--- config.mk ---
export PLATFORM = sky130hd
export DESIGN_NAME = eff_addr_unit
export DESIGN_NICKNAME = d
export VERILOG_FILES = /design/src/rtl/eag_pkg.sv /design/src/rtl/eag_operand_calc.sv /design/src/rtl/eag_wb_arbiter.sv /design/src/rtl/eag_regbank.sv /design/src/rtl/eff_addr_unit.sv
export SDC_FILE = /design/constraint.sdc
export NUM_CORES = 2
export LEC_CHECK = 0
export BUFFER_PORTS_ARGS = -buffer_cell sky130_fd_sc_hd__buf_2
export CAP_MARGIN = 20
export CORE_ASPECT_RATIO = 1.1
export CORE_MARGIN = 10
export CORE_UTILIZATION = 52
export CTS_CLUSTER_SIZE = 25
export DETAILED_ROUTE_END_ITERATION = 8
export GPL_TIMING_DRIVEN = 0
export PLACE_DENSITY_LB_ADDON = 0.25
export SYNTH_ARGS = -nofsm -noshare
export SYNTH_HDL_FRONTEND = slang
export SYNTH_SLANG_ARGS = --single-unit
export TNS_END_PERCENT = 20
--- constraint.sdc ---
create_clock -name clk -period 5.4 [get_ports clk]
set_input_delay 0 -clock clk [delete_from_list [all_inputs] [get_ports clk]]
set_output_delay 0 -clock clk [all_outputs]
set_load 0.005 [all_outputs]
--- src/rtl/eag_pkg.sv ---
package eag_pkg;

    // Addressing mode codes carried on src_mode_i / dst_mode_i
    typedef enum logic [2:0] {
        AM_FILE  = 3'd0,
        AM_REG   = 3'd1,
        AM_IND   = 3'd2,
        AM_POST  = 3'd3,
        AM_PRE   = 3'd4,
        AM_INDEX = 3'd5,
        AM_LIT   = 3'd6,
        AM_RSVD  = 3'd7
    } am_e;

endpackage

--- src/rtl/eag_operand_calc.sv ---
module eag_operand_calc
    import eag_pkg::*;
#(
    parameter int DATA_W  = 16,
    parameter int FIELD_W = 10
) (
    input  logic [2:0]         mode_i,
    input  logic [DATA_W-1:0]  base_i,
    input  logic [DATA_W-1:0]  index_i,
    input  logic [FIELD_W-1:0] field_i,
    input  logic               dec_i,
    input  logic               byte_i,
    output logic [DATA_W-1:0]  ea_o,
    output logic               mem_o,
    output logic               wb_en_o,
    output logic [DATA_W-1:0]  wb_data_o
);
    localparam int EXT_W = DATA_W - FIELD_W;

    am_e               mode;
    logic [DATA_W-1:0] step;
    logic [DATA_W-1:0] delta;
    logic [DATA_W-1:0] moved;
    logic [DATA_W-1:0] lit_sx;
    logic [DATA_W-1:0] fld_zx;

    always_comb begin
        mode   = am_e'(mode_i);
        step   = byte_i ? DATA_W'(1) : DATA_W'(2);
        delta  = dec_i ? (~step + DATA_W'(1)) : step;
        moved  = base_i + delta;
        lit_sx = {{EXT_W{field_i[FIELD_W-1]}}, field_i};
        fld_zx = {{EXT_W{1'b0}}, field_i};

        ea_o      = '0;
        mem_o     = 1'b1;
        wb_en_o   = 1'b0;
        wb_data_o = moved;

        case (mode)
            AM_FILE:  ea_o = fld_zx;
            AM_IND:   ea_o = base_i;
            AM_POST: begin
                ea_o    = base_i;
                wb_en_o = 1'b1;
            end
            AM_PRE: begin
                ea_o    = moved;
                wb_en_o = 1'b1;
            end
            AM_INDEX: ea_o = base_i + index_i;
            AM_LIT:   ea_o = base_i + lit_sx;
            default:  mem_o = 1'b0;   // register direct and unused code
        endcase
    end

endmodule

--- src/rtl/eag_wb_arbiter.sv ---
module eag_wb_arbiter #(
    parameter int RSEL_W = 4
) (
    input  logic              op_valid_i,
    input  logic              src_req_i,
    input  logic [RSEL_W-1:0] src_sel_i,
    input  logic              dst_req_i,
    input  logic [RSEL_W-1:0] dst_sel_i,
    output logic              src_go_o,
    output logic              dst_go_o
);
    logic same_target;

    always_comb begin
        same_target = dst_req_i && (src_sel_i == dst_sel_i);
        dst_go_o    = op_valid_i && dst_req_i;
        src_go_o    = op_valid_i && src_req_i && !same_target;
    end

endmodule

--- src/rtl/eag_regbank.sv ---
module eag_regbank #(
    parameter int NREG   = 16,
    parameter int DATA_W = 16,
    parameter int RSEL_W = 4
) (
    input  logic              clk,
    input  logic              rst_n,
    input  logic [RSEL_W-1:0] rd_a_sel_i,
    output logic [DATA_W-1:0] rd_a_o,
    input  logic [RSEL_W-1:0] rd_b_sel_i,
    output logic [DATA_W-1:0] rd_b_o,
    input  logic [RSEL_W-1:0] rd_c_sel_i,
    output logic [DATA_W-1:0] rd_c_o,
    input  logic              ext_en_i,
    input  logic [RSEL_W-1:0] ext_sel_i,
    input  logic [DATA_W-1:0] ext_data_i,
    input  logic              lo_en_i,
    input  logic [RSEL_W-1:0] lo_sel_i,
    input  logic [DATA_W-1:0] lo_data_i,
    input  logic              hi_en_i,
    input  logic [RSEL_W-1:0] hi_sel_i,
    input  logic [DATA_W-1:0] hi_data_i
);
    logic [DATA_W-1:0] bank_q [NREG];
    logic [DATA_W-1:0] bank_d [NREG];

    // Later writes override earlier ones: port, then low, then high priority.
    always_comb begin
        bank_d = bank_q;
        if (ext_en_i) bank_d[ext_sel_i] = ext_data_i;
        if (lo_en_i)  bank_d[lo_sel_i]  = lo_data_i;
        if (hi_en_i)  bank_d[hi_sel_i]  = hi_data_i;
    end

    always_ff @(posedge clk) begin
        if (!rst_n) begin
            for (int i = 0; i < NREG; i++) bank_q[i] <= '0;
        end else begin
            bank_q <= bank_d;
        end
    end

    assign rd_a_o = bank_q[rd_a_sel_i];
    assign rd_b_o = bank_q[rd_b_sel_i];
    assign rd_c_o = bank_q[rd_c_sel_i];

endmodule

--- src/rtl/eff_addr_unit.sv ---
module eff_addr_unit
    import eag_pkg::*;
#(
    parameter int NREG    = 16,
    parameter int DATA_W  = 16,
    parameter int FIELD_W = 10,
    localparam int RSEL_W = $clog2(NREG)
) (
    input  logic               clk,
    input  logic               rst_n,
    input  logic               wr_en_i,
    input  logic [RSEL_W-1:0]  wr_sel_i,
    input  logic [DATA_W-1:0]  wr_data_i,
    input  logic               op_valid_i,
    input  logic [RSEL_W-1:0]  idx_sel_i,
    input  logic [2:0]         src_mode_i,
    input  logic [RSEL_W-1:0]  src_sel_i,
    input  logic [FIELD_W-1:0] src_field_i,
    input  logic               src_dec_i,
    input  logic               src_byte_i,
    input  logic [2:0]         dst_mode_i,
    input  logic [RSEL_W-1:0]  dst_sel_i,
    input  logic [FIELD_W-1:0] dst_field_i,
    input  logic               dst_dec_i,
    input  logic               dst_byte_i,
    output logic               valid_o,
    output logic [DATA_W-1:0]  src_ea_o,
    output logic               src_mem_o,
    output logic [DATA_W-1:0]  dst_ea_o,
    output logic               dst_mem_o,
    output logic               wb_src_en_o,
    output logic [RSEL_W-1:0]  wb_src_sel_o,
    output logic [DATA_W-1:0]  wb_src_data_o,
    output logic               wb_dst_en_o,
    output logic [RSEL_W-1:0]  wb_dst_sel_o,
    output logic [DATA_W-1:0]  wb_dst_data_o
);
    localparam int NOPS = 2;   // index 0 = source, 1 = destination

    typedef struct packed {
        logic              valid;
        logic [DATA_W-1:0] src_ea;
        logic              src_mem;
        logic [DATA_W-1:0] dst_ea;
        logic              dst_mem;
        logic              swb_en;
        logic [RSEL_W-1:0] swb_sel;
        logic [DATA_W-1:0] swb_data;
        logic              dwb_en;
        logic [RSEL_W-1:0] dwb_sel;
        logic [DATA_W-1:0] dwb_data;
    } out_t;

    logic [2:0]         op_mode  [NOPS];
    logic [RSEL_W-1:0]  op_sel   [NOPS];
    logic [FIELD_W-1:0] op_field [NOPS];
    logic               op_dec   [NOPS];
    logic               op_byte  [NOPS];
    logic [DATA_W-1:0]  rd_base  [NOPS];
    logic [DATA_W-1:0]  rd_idx;
    logic [DATA_W-1:0]  calc_ea  [NOPS];
    logic               calc_mem [NOPS];
    logic               calc_wb  [NOPS];
    logic [DATA_W-1:0]  calc_wbd [NOPS];
    logic               src_go;
    logic               dst_go;
    out_t               out_d;
    out_t               out_q;

    always_comb begin
        op_mode[0]  = src_mode_i;
        op_sel[0]   = src_sel_i;
        op_field[0] = src_field_i;
        op_dec[0]   = src_dec_i;
        op_byte[0]  = src_byte_i;
        op_mode[1]  = dst_mode_i;
        op_sel[1]   = dst_sel_i;
        op_field[1] = dst_field_i;
        op_dec[1]   = dst_dec_i;
        op_byte[1]  = dst_byte_i;
    end

    eag_regbank #(
        .NREG   (NREG),
        .DATA_W (DATA_W),
        .RSEL_W (RSEL_W)
    ) u_bank (
        .clk        (clk),
        .rst_n      (rst_n),
        .rd_a_sel_i (src_sel_i),
        .rd_a_o     (rd_base[0]),
        .rd_b_sel_i (dst_sel_i),
        .rd_b_o     (rd_base[1]),
        .rd_c_sel_i (idx_sel_i),
        .rd_c_o     (rd_idx),
        .ext_en_i   (wr_en_i),
        .ext_sel_i  (wr_sel_i),
        .ext_data_i (wr_data_i),
        .lo_en_i    (src_go),
        .lo_sel_i   (src_sel_i),
        .lo_data_i  (calc_wbd[0]),
        .hi_en_i    (dst_go),
        .hi_sel_i   (dst_sel_i),
        .hi_data_i  (calc_wbd[1])
    );

    for (genvar g = 0; g < NOPS; g++) begin : g_opnd
        eag_operand_calc #(
            .DATA_W  (DATA_W),
            .FIELD_W (FIELD_W)
        ) u_calc (
            .mode_i    (op_mode[g]),
            .base_i    (rd_base[g]),
            .index_i   (rd_idx),
            .field_i   (op_field[g]),
            .dec_i     (op_dec[g]),
            .byte_i    (op_byte[g]),
            .ea_o      (calc_ea[g]),
            .mem_o     (calc_mem[g]),
            .wb_en_o   (calc_wb[g]),
            .wb_data_o (calc_wbd[g])
        );
    end

    eag_wb_arbiter #(
        .RSEL_W (RSEL_W)
    ) u_arb (
        .op_valid_i (op_valid_i),
        .src_req_i  (calc_wb[0]),
        .src_sel_i  (src_sel_i),
        .dst_req_i  (calc_wb[1]),
        .dst_sel_i  (dst_sel_i),
        .src_go_o   (src_go),
        .dst_go_o   (dst_go)
    );

    always_comb begin
        out_d        = out_q;
        out_d.valid  = op_valid_i;
        out_d.swb_en = src_go;
        out_d.dwb_en = dst_go;
        if (op_valid_i) begin
            out_d.src_ea   = calc_ea[0];
            out_d.src_mem  = calc_mem[0];
            out_d.dst_ea   = calc_ea[1];
            out_d.dst_mem  = calc_mem[1];
            out_d.swb_sel  = src_sel_i;
            out_d.swb_data = calc_wbd[0];
            out_d.dwb_sel  = dst_sel_i;
            out_d.dwb_data = calc_wbd[1];
        end
    end

    always_ff @(posedge clk) begin
        if (!rst_n) out_q <= '0;
        else        out_q <= out_d;
    end

    assign valid_o       = out_q.valid;
    assign src_ea_o      = out_q.src_ea;
    assign src_mem_o     = out_q.src_mem;
    assign dst_ea_o      = out_q.dst_ea;
    assign dst_mem_o     = out_q.dst_mem;
    assign wb_src_en_o   = out_q.swb_en;
    assign wb_src_sel_o  = out_q.swb_sel;
    assign wb_src_data_o = out_q.swb_data;
    assign wb_dst_en_o   = out_q.dwb_en;
    assign wb_dst_sel_o  = out_q.dwb_sel;
    assign wb_dst_data_o = out_q.dwb_data;

endmodule

Word-level counts from Yosys, hierarchy flattened
Cells that the tools add are included.
{ "totals": {"register_bits": 333, "in_bits": 66, "output_inout_bits": 77, "word_cells": 106} }
{ "classes": {"n_addsub": 8, "magnitude_cmp": 7, "n_eq_ne": 11, "muxes": 31, "bitwise": 6, "n_reduce_logical": 16} }
{ "op_table": {"columns": ["op", "count"], "rows": [
  ["$bwmux W256", 3],
  ["$mux W256", 3],
  ["$bmux W16 S4", 3],
  ["$demux W16 S4", 3],
  ["$mux W16", 11],
  ["$pmux W16 S5", 2],
  ["$add A16 B16 Y16", 6],
  ["$add A16 B1 Y16 const B", 2],
  ["$not A16 Y16", 2],
  ["$ge A5 B5 Y1 const B", 4],
  ["$not A4 Y5", 4],
  ["$eq A3 B3 Y1 const B", 6],
  ["$lt A5 B1 Y1 const B", 3],
  ["$eq A3 B2 Y1 const B", 4],
  ["$reduce_or A6 Y1", 2],
  ["$reduce_or A2 Y1", 4],
  ["$logic_and A1 B1 Y1", 7],
  ["$logic_not A3 Y1", 2],
  ["$eq A4 B4 Y1", 1],
  ["$mux W1", 4],
  ["$mux W2", 2],
  ["$logic_not A1 Y1", 1]
]} }

Longest topological paths before layout
{ "depth": {"word_depth": 11, "ltp_mapped": 17} }

Cells and area by module
From an unflattened synthesis, not the netlist that was laid out.
{ "hier_totals": {"cells_unflattened": 2567, "hier_area_um2": 25264.2} }
{ "by_module_without_submodules": {"columns": ["mod", "instances", "cells_each", "area_each_um2"], "rows": [
  ["eag_regbank", 1, 1724, 17957.2],
  ["eff_addr_unit", 1, 245, 2939.1],
  ["eag_operand_calc (g_opnd[1].u_calc)", 1, 296, 2160.8],
  ["eag_operand_calc (g_opnd[0].u_calc)", 1, 291, 2133.3],
  ["eag_wb_arbiter", 1, 11, 73.8]
]} }

Worst setup path after synthesis
Ideal clock, no wire load.
{ "synth_path": {"path_kind": "in2reg", "startpoint": "input idx_sel_i[0]", "endpoint": "register out_q, in the netlist src_ea_o[14]", "arrival_ps": 4281, "t_required_ps": 5326, "setup_slack_ps": 1045, "stages": 16, "path_cell_list": "clkbuf_1 > buf_1 > mux4_2 > mux4_2 > nand2_1 > nand2_1 > ha_1 > fa_1 > a21o_1 > a211oi_1 > o21ai_0 > a311o_1 > a211oi_1 > o21bai_1 > mux2_2 > a31oi_1"} }
{ "synth_via": {"elab_chain_len": 6} }
{ "synth_lines": {"columns": ["element", "line", "rtl"], "rows": [
  ["from (decl)", "eff_addr_unit.sv:15", "input logic [RSEL_W-1:0] idx_sel_i,"],
  ["$not A4 Y5 (implied by the code)", "eag_regbank.sv:45", "assign rd_c_o = bank_q[rd_c_sel_i];"],
  ["$bmux W16 S4", "eag_regbank.sv:45", null],
  ["$mux W16 (implied by the code) (2 in a row)", "eag_regbank.sv:45", null],
  ["$add A16 B16 Y16", "eag_operand_calc.sv:51", "AM_INDEX: ea_o = base_i + index_i;"],
  ["$pmux W16 S5", "eag_operand_calc.sv:40", "case (mode)"],
  ["to (signal assigned)", "eff_addr_unit.sv:156", "else out_q <= out_d;"],
  ["to (decl)", "eff_addr_unit.sv:68", "out_t out_q;"]
]} }
No other way between the ends. The select of a mux whose other input is x is not followed.
A chain may end at the register's enable or synchronous reset.

Final worst setup path
{ "layout_path": {"startpoint": "input src_sel_i[2]", "endpoint": "register u_bank.bank_q[169] in the netlist's numbering"} }
{ "layout_via": {"elab_chain_len": 9} }
{ "layout_lines": {"columns": ["element", "line", "rtl"], "rows": [
  ["from (decl)", "eff_addr_unit.sv:17", "input logic [RSEL_W-1:0] src_sel_i,"],
  ["$not A4 Y5 (implied by the code)", "eag_regbank.sv:31, eag_regbank.sv:43", null],
  ["$bmux W16 S4, or another cell as far along", "eag_regbank.sv:43", "assign rd_a_o = bank_q[rd_a_sel_i];"],
  ["$mux W16 (implied by the code) or $logic_and A1 B1 Y1 (tied branches)", "eag_regbank.sv:43, eag_regbank.sv:31", null],
  ["$mux W16 (on tied branches)", "eag_regbank.sv:43, eag_regbank.sv:31", null],
  ["$add A16 B16 Y16 or $demux W16 S4 (tied branches)", "eag_operand_calc.sv:31, eag_regbank.sv:31", null],
  ["$bwmux W256", "eag_regbank.sv:31", "if (lo_en_i) bank_d[lo_sel_i] = lo_data_i;"],
  ["$mux W256 *", "eag_regbank.sv:31", null],
  ["$bwmux W256", "eag_regbank.sv:32", "if (hi_en_i) bank_d[hi_sel_i] = hi_data_i;"],
  ["$mux W256 *", "eag_regbank.sv:32", null],
  ["to (signal assigned)", "eag_regbank.sv:39", "bank_q <= bank_d;"],
  ["to (decl)", "eag_regbank.sv:24", "logic [DATA_W-1:0] bank_q [NREG];"]
]} }
Every way passes the cells marked *; elsewhere a longest branch is shown, timed or not. The select of a mux whose other input is x is not followed.

==> flow_summary.ini <==
[run_status]
status = finished clean

[synth]
yosysTopAreaCell = dfxtp_1
synth.net_count = 3124
yosysTopAreaCellShare_pct = 24.5
synth.yosys.warnings = 0
synth_flop_cell = dfxtp_1
synth_area_mm2 = 0.0272
ys_seq_area_share_pct = 24.5
ys_ff_latch = 333
avgSynthCellArea_um2 = 9.07
synth_top_cells_by_area = dfxtp_1 25%, mux4_2 20%, mux2i_1 11%
syn_inst = 2994
synth_edf_count = 0
synthArstFlopShare_pct = 0
synth.most_common_cell = nand2_1
synthTopCellsByCount = 497 x nand2_1, 333 x dfxtp_1, 291 x mux2i_1
synth.distinct_cells = 74

[power]
p_int_mw = 4.88
power.switching_mw = 2.39
p_leak_nw = 12.6
swShare_pct = 32.8
p_total_mw = 7.27
seqPwrFrac_pct = 35.8
irDropWorstVdd_uv = 222
p_comb_share_pct = 22.2
clockPowerShare_pct = 41.9
p_per_area_mw_per_mm2 = 236

[clock_network]
cts_root_buffer = clkbuf_16
numCtsBuffers = 41
clock-sinks = 333
postCtsSetupRepairBufs = 0
cts_tree = yes
clk_latency_ns = 0.61
cts_buffer_depth = 3
clkTransAtPathRegs_ns = 0.06
htree_levels = 2

[detailed_routing]
vias = 28700
detail-route-antenna-nets = 0
initialDrtViolationCount = 4334
wirelength_um = 141000
wl_per_cell_um = 36.0
first_pass_iters = 8
route.detailed.drc = 0
viasPerCell = 7.30

[run]
max_cap_viol_count = 0

[place]
gp_congestion = 1.11
dpl.hpwl_um = 111000
placement.io_buffers = 129
dp_slack_ns = -0.651

[timing]
finalHoldViolations = 0
tightest_slew_ns = 1.23
maxSlewHeadroom_pct = 17.8
rsz0062_at_grt = false
hold_ws_ns = 0.0155
fin_crit_sh_pct = 96.1
period_minus_slack_ns = 5.19
maxSlewViolCount = 0
fmax_mhz = 193
finalSetupViolations = 0
fin_ws_ns = 0.212
skew_ns = 0.0355

[worst_setup_path]
crit_path_end_kind = register
cp_num_buf_inv = 4
path_max_fanout = 10
path_class = input port to register
cp.depth = 13
required_ns = 5.91
slowest_delay_ns = 0.90
worstRegToRegCells = 12
cp_top_family = buffers and inverters
worst_path_max_delay_cell = clkbuf_1
crit_path_start_kind = input port
crit_chain = clkbuf_1 -> clkbuf_1 -> clkbuf_1 -> mux4_2 -> ha_1 -> o21ai_0 -> o21bai_1 -> o2111a_1 -> nand2b_1 -> xor2_2 -> clkdlybuf4s15_1 -> o211ai_1 -> a21boi_0
cpMostUsedCell = clkbuf_1
critical_path_arrival_ns = 5.70

[worst_hold_path]
min_path_cells = 5
hp-class = input port to register

[floorplanning]
rows = 87
die-area_mm2 = 0.0618
die_x_um = 238
start_util_pct = 52.8
coreArea_mm2 = 0.0515
die_y_um = 260
pin_count = 143

[global_routing]
grt_overflow = 0
grt_pass1_vias = 27000
grt_max_degree = 16
antenna_found_initial = 9
track_usage_pct = 44.5
grt_pass1_wl_um = 197000

[layout]
final_net_count = 3356
area_delta_synth_final_pct = 13.6
drive_gt1_share_pct = 17.1
==> state kept, by name, summed over array words and instances (netlist names) <==
signal         count
u_bank.bank_q    256
dst_ea_o          16
src_ea_o          16
wb_dst_data_o     16
wb_src_data_o     16
wb_dst_sel_o       4
wb_src_sel_o       4
dst_mem_o          1
src_mem_o          1
valid_o            1
wb_dst_en_o        1
wb_src_en_o        1
==> power by group through the flow <==
| stage | Sequential [mW] | Combinational [mW] | Clock [mW] |
|---|---|---|---|
| final | 2.61 | 1.62 | 3.05 |
| after global placement | 2.65 | 1.41 | 0 |
| after global routing | 2.61 | 1.65 | 3.11 |
| after CTS | 2.60 | 1.51 | 3.03 |
| after floorplan | 2.63 | 0.844 | 0 |
| after detailed placement | 2.65 | 1.49 | 0 |
==> tightest hold or removal path, stage by stage <==
cell and delay, ns:
buf_2 0.09, mux2_2 0.14, a22oi_1 0.06, a21oi_1 0.15, o21a_1 0.12
==> layout make-up <==
class / count / area (um^2)
Clock inverter: 10 / 208
Timing Repair Buffer: 190 / 1360
Fill cell: 4585 / 20600
Tap cell: 667 / 835
Inverter: 25 / 93.8
Multi-Input combinational cell: 2347 / 19300
Sequential cell: 333 / 6670
Buffer: 288 / 1200
Clock buffer: 63 / 1200
Antenna cell: 6 / 15.0
==> routing by layer <==
layer,share of wire (%),global-route usage (%),up-vias
met2,43,67.5,2399
met5,0.019,0,-
met4,9.3,34.9,4
met3,14,17.8,625
met1,33,49.3,14000
li1,-,-,11700
==> final timing paths <==
kind / from / end / slack, ns
setup / recovery: src_sel_i[2] / u_bank.bank_q[169]$_SDFF_PN0_ / 0.21
hold / removal: src_field_i[8] / src_ea_o[8]$_SDFFE_PN0P_ / 0.02
setup reg to reg: u_bank.bank_q[16]$_SDFF_PN0_ / src_ea_o[6]$_SDFFE_PN0P_ / 0.39
hold reg to reg: wb_src_data_o[14]$_SDFFE_PN0P_ / wb_src_data_o[14]$_SDFFE_PN0P_ / 0.47
==> stage by stage <==
stage / utilization [%] / TNS [ns] / instance area (um^2) / cells
global route: 59.9 / 0 / 30800 / 3925
CTS: 59.6 / 0 / 30700 / 3914
global placement: 55.6 / -88.24 / 28600 / 3790
detailed placement: 56.4 / -32.89 / 29000 / 3816
finish: 59.9 / 0 / 30900 / 3929
floorplan: - / 0 / 27200 / 2994
==> logic make-up (layout without fill, tap and decap cells) <==
kind of cell    after synthesis  count (layout)  synth area share [%]
compound gates              780             780                  20.1
xor+xnor                     55              55                  1.80
other cells                   0               6                     0
mux                         542             542                  31.0
fa+ha+maj                    64              64                  3.06
flops                       333             333                  24.5
simple gates                906             906                  14.9
buf+inv                     314             576                  4.72
==> layout by cell type, fill, tap and decap left out, types with 10 or more instances in the layout <==
master	instances
nand4_1	11
mux4_2	237
mux2i_1	291
clkbuf_16	41
inv_1	25
dfxtp_1	333
a21boi_0	146
or3_1	10
o21a_1	45
buf_6	11
nand2b_1	17
xor2_1	14
nor3_1	21
nand3_1	17
a21o_1	20
buf_4	18
and3_1	10
buf_2	162
and2_1	49
ha_1	60
dlygate4sd3_1	25
clkbuf_1	235
buf_1	17
o211ai_1	171
buf_8	17
xnor2_1	31
mux2_2	13
nand2_1	497
o21ai_1	11
nor2b_1	89
a211oi_1	60
o21ai_0	115
nor2_1	158
o2111ai_1	22
a21oi_1	96
==> timing repair <==
action | CTS | global route
gates resized for setup | 1 | 8
endpoints found under the hold margin | 30 | 0
hold buffers | 25 | 0
setup endpoints to repair | 1 | 27
Power figures use the tool's default switching activity.
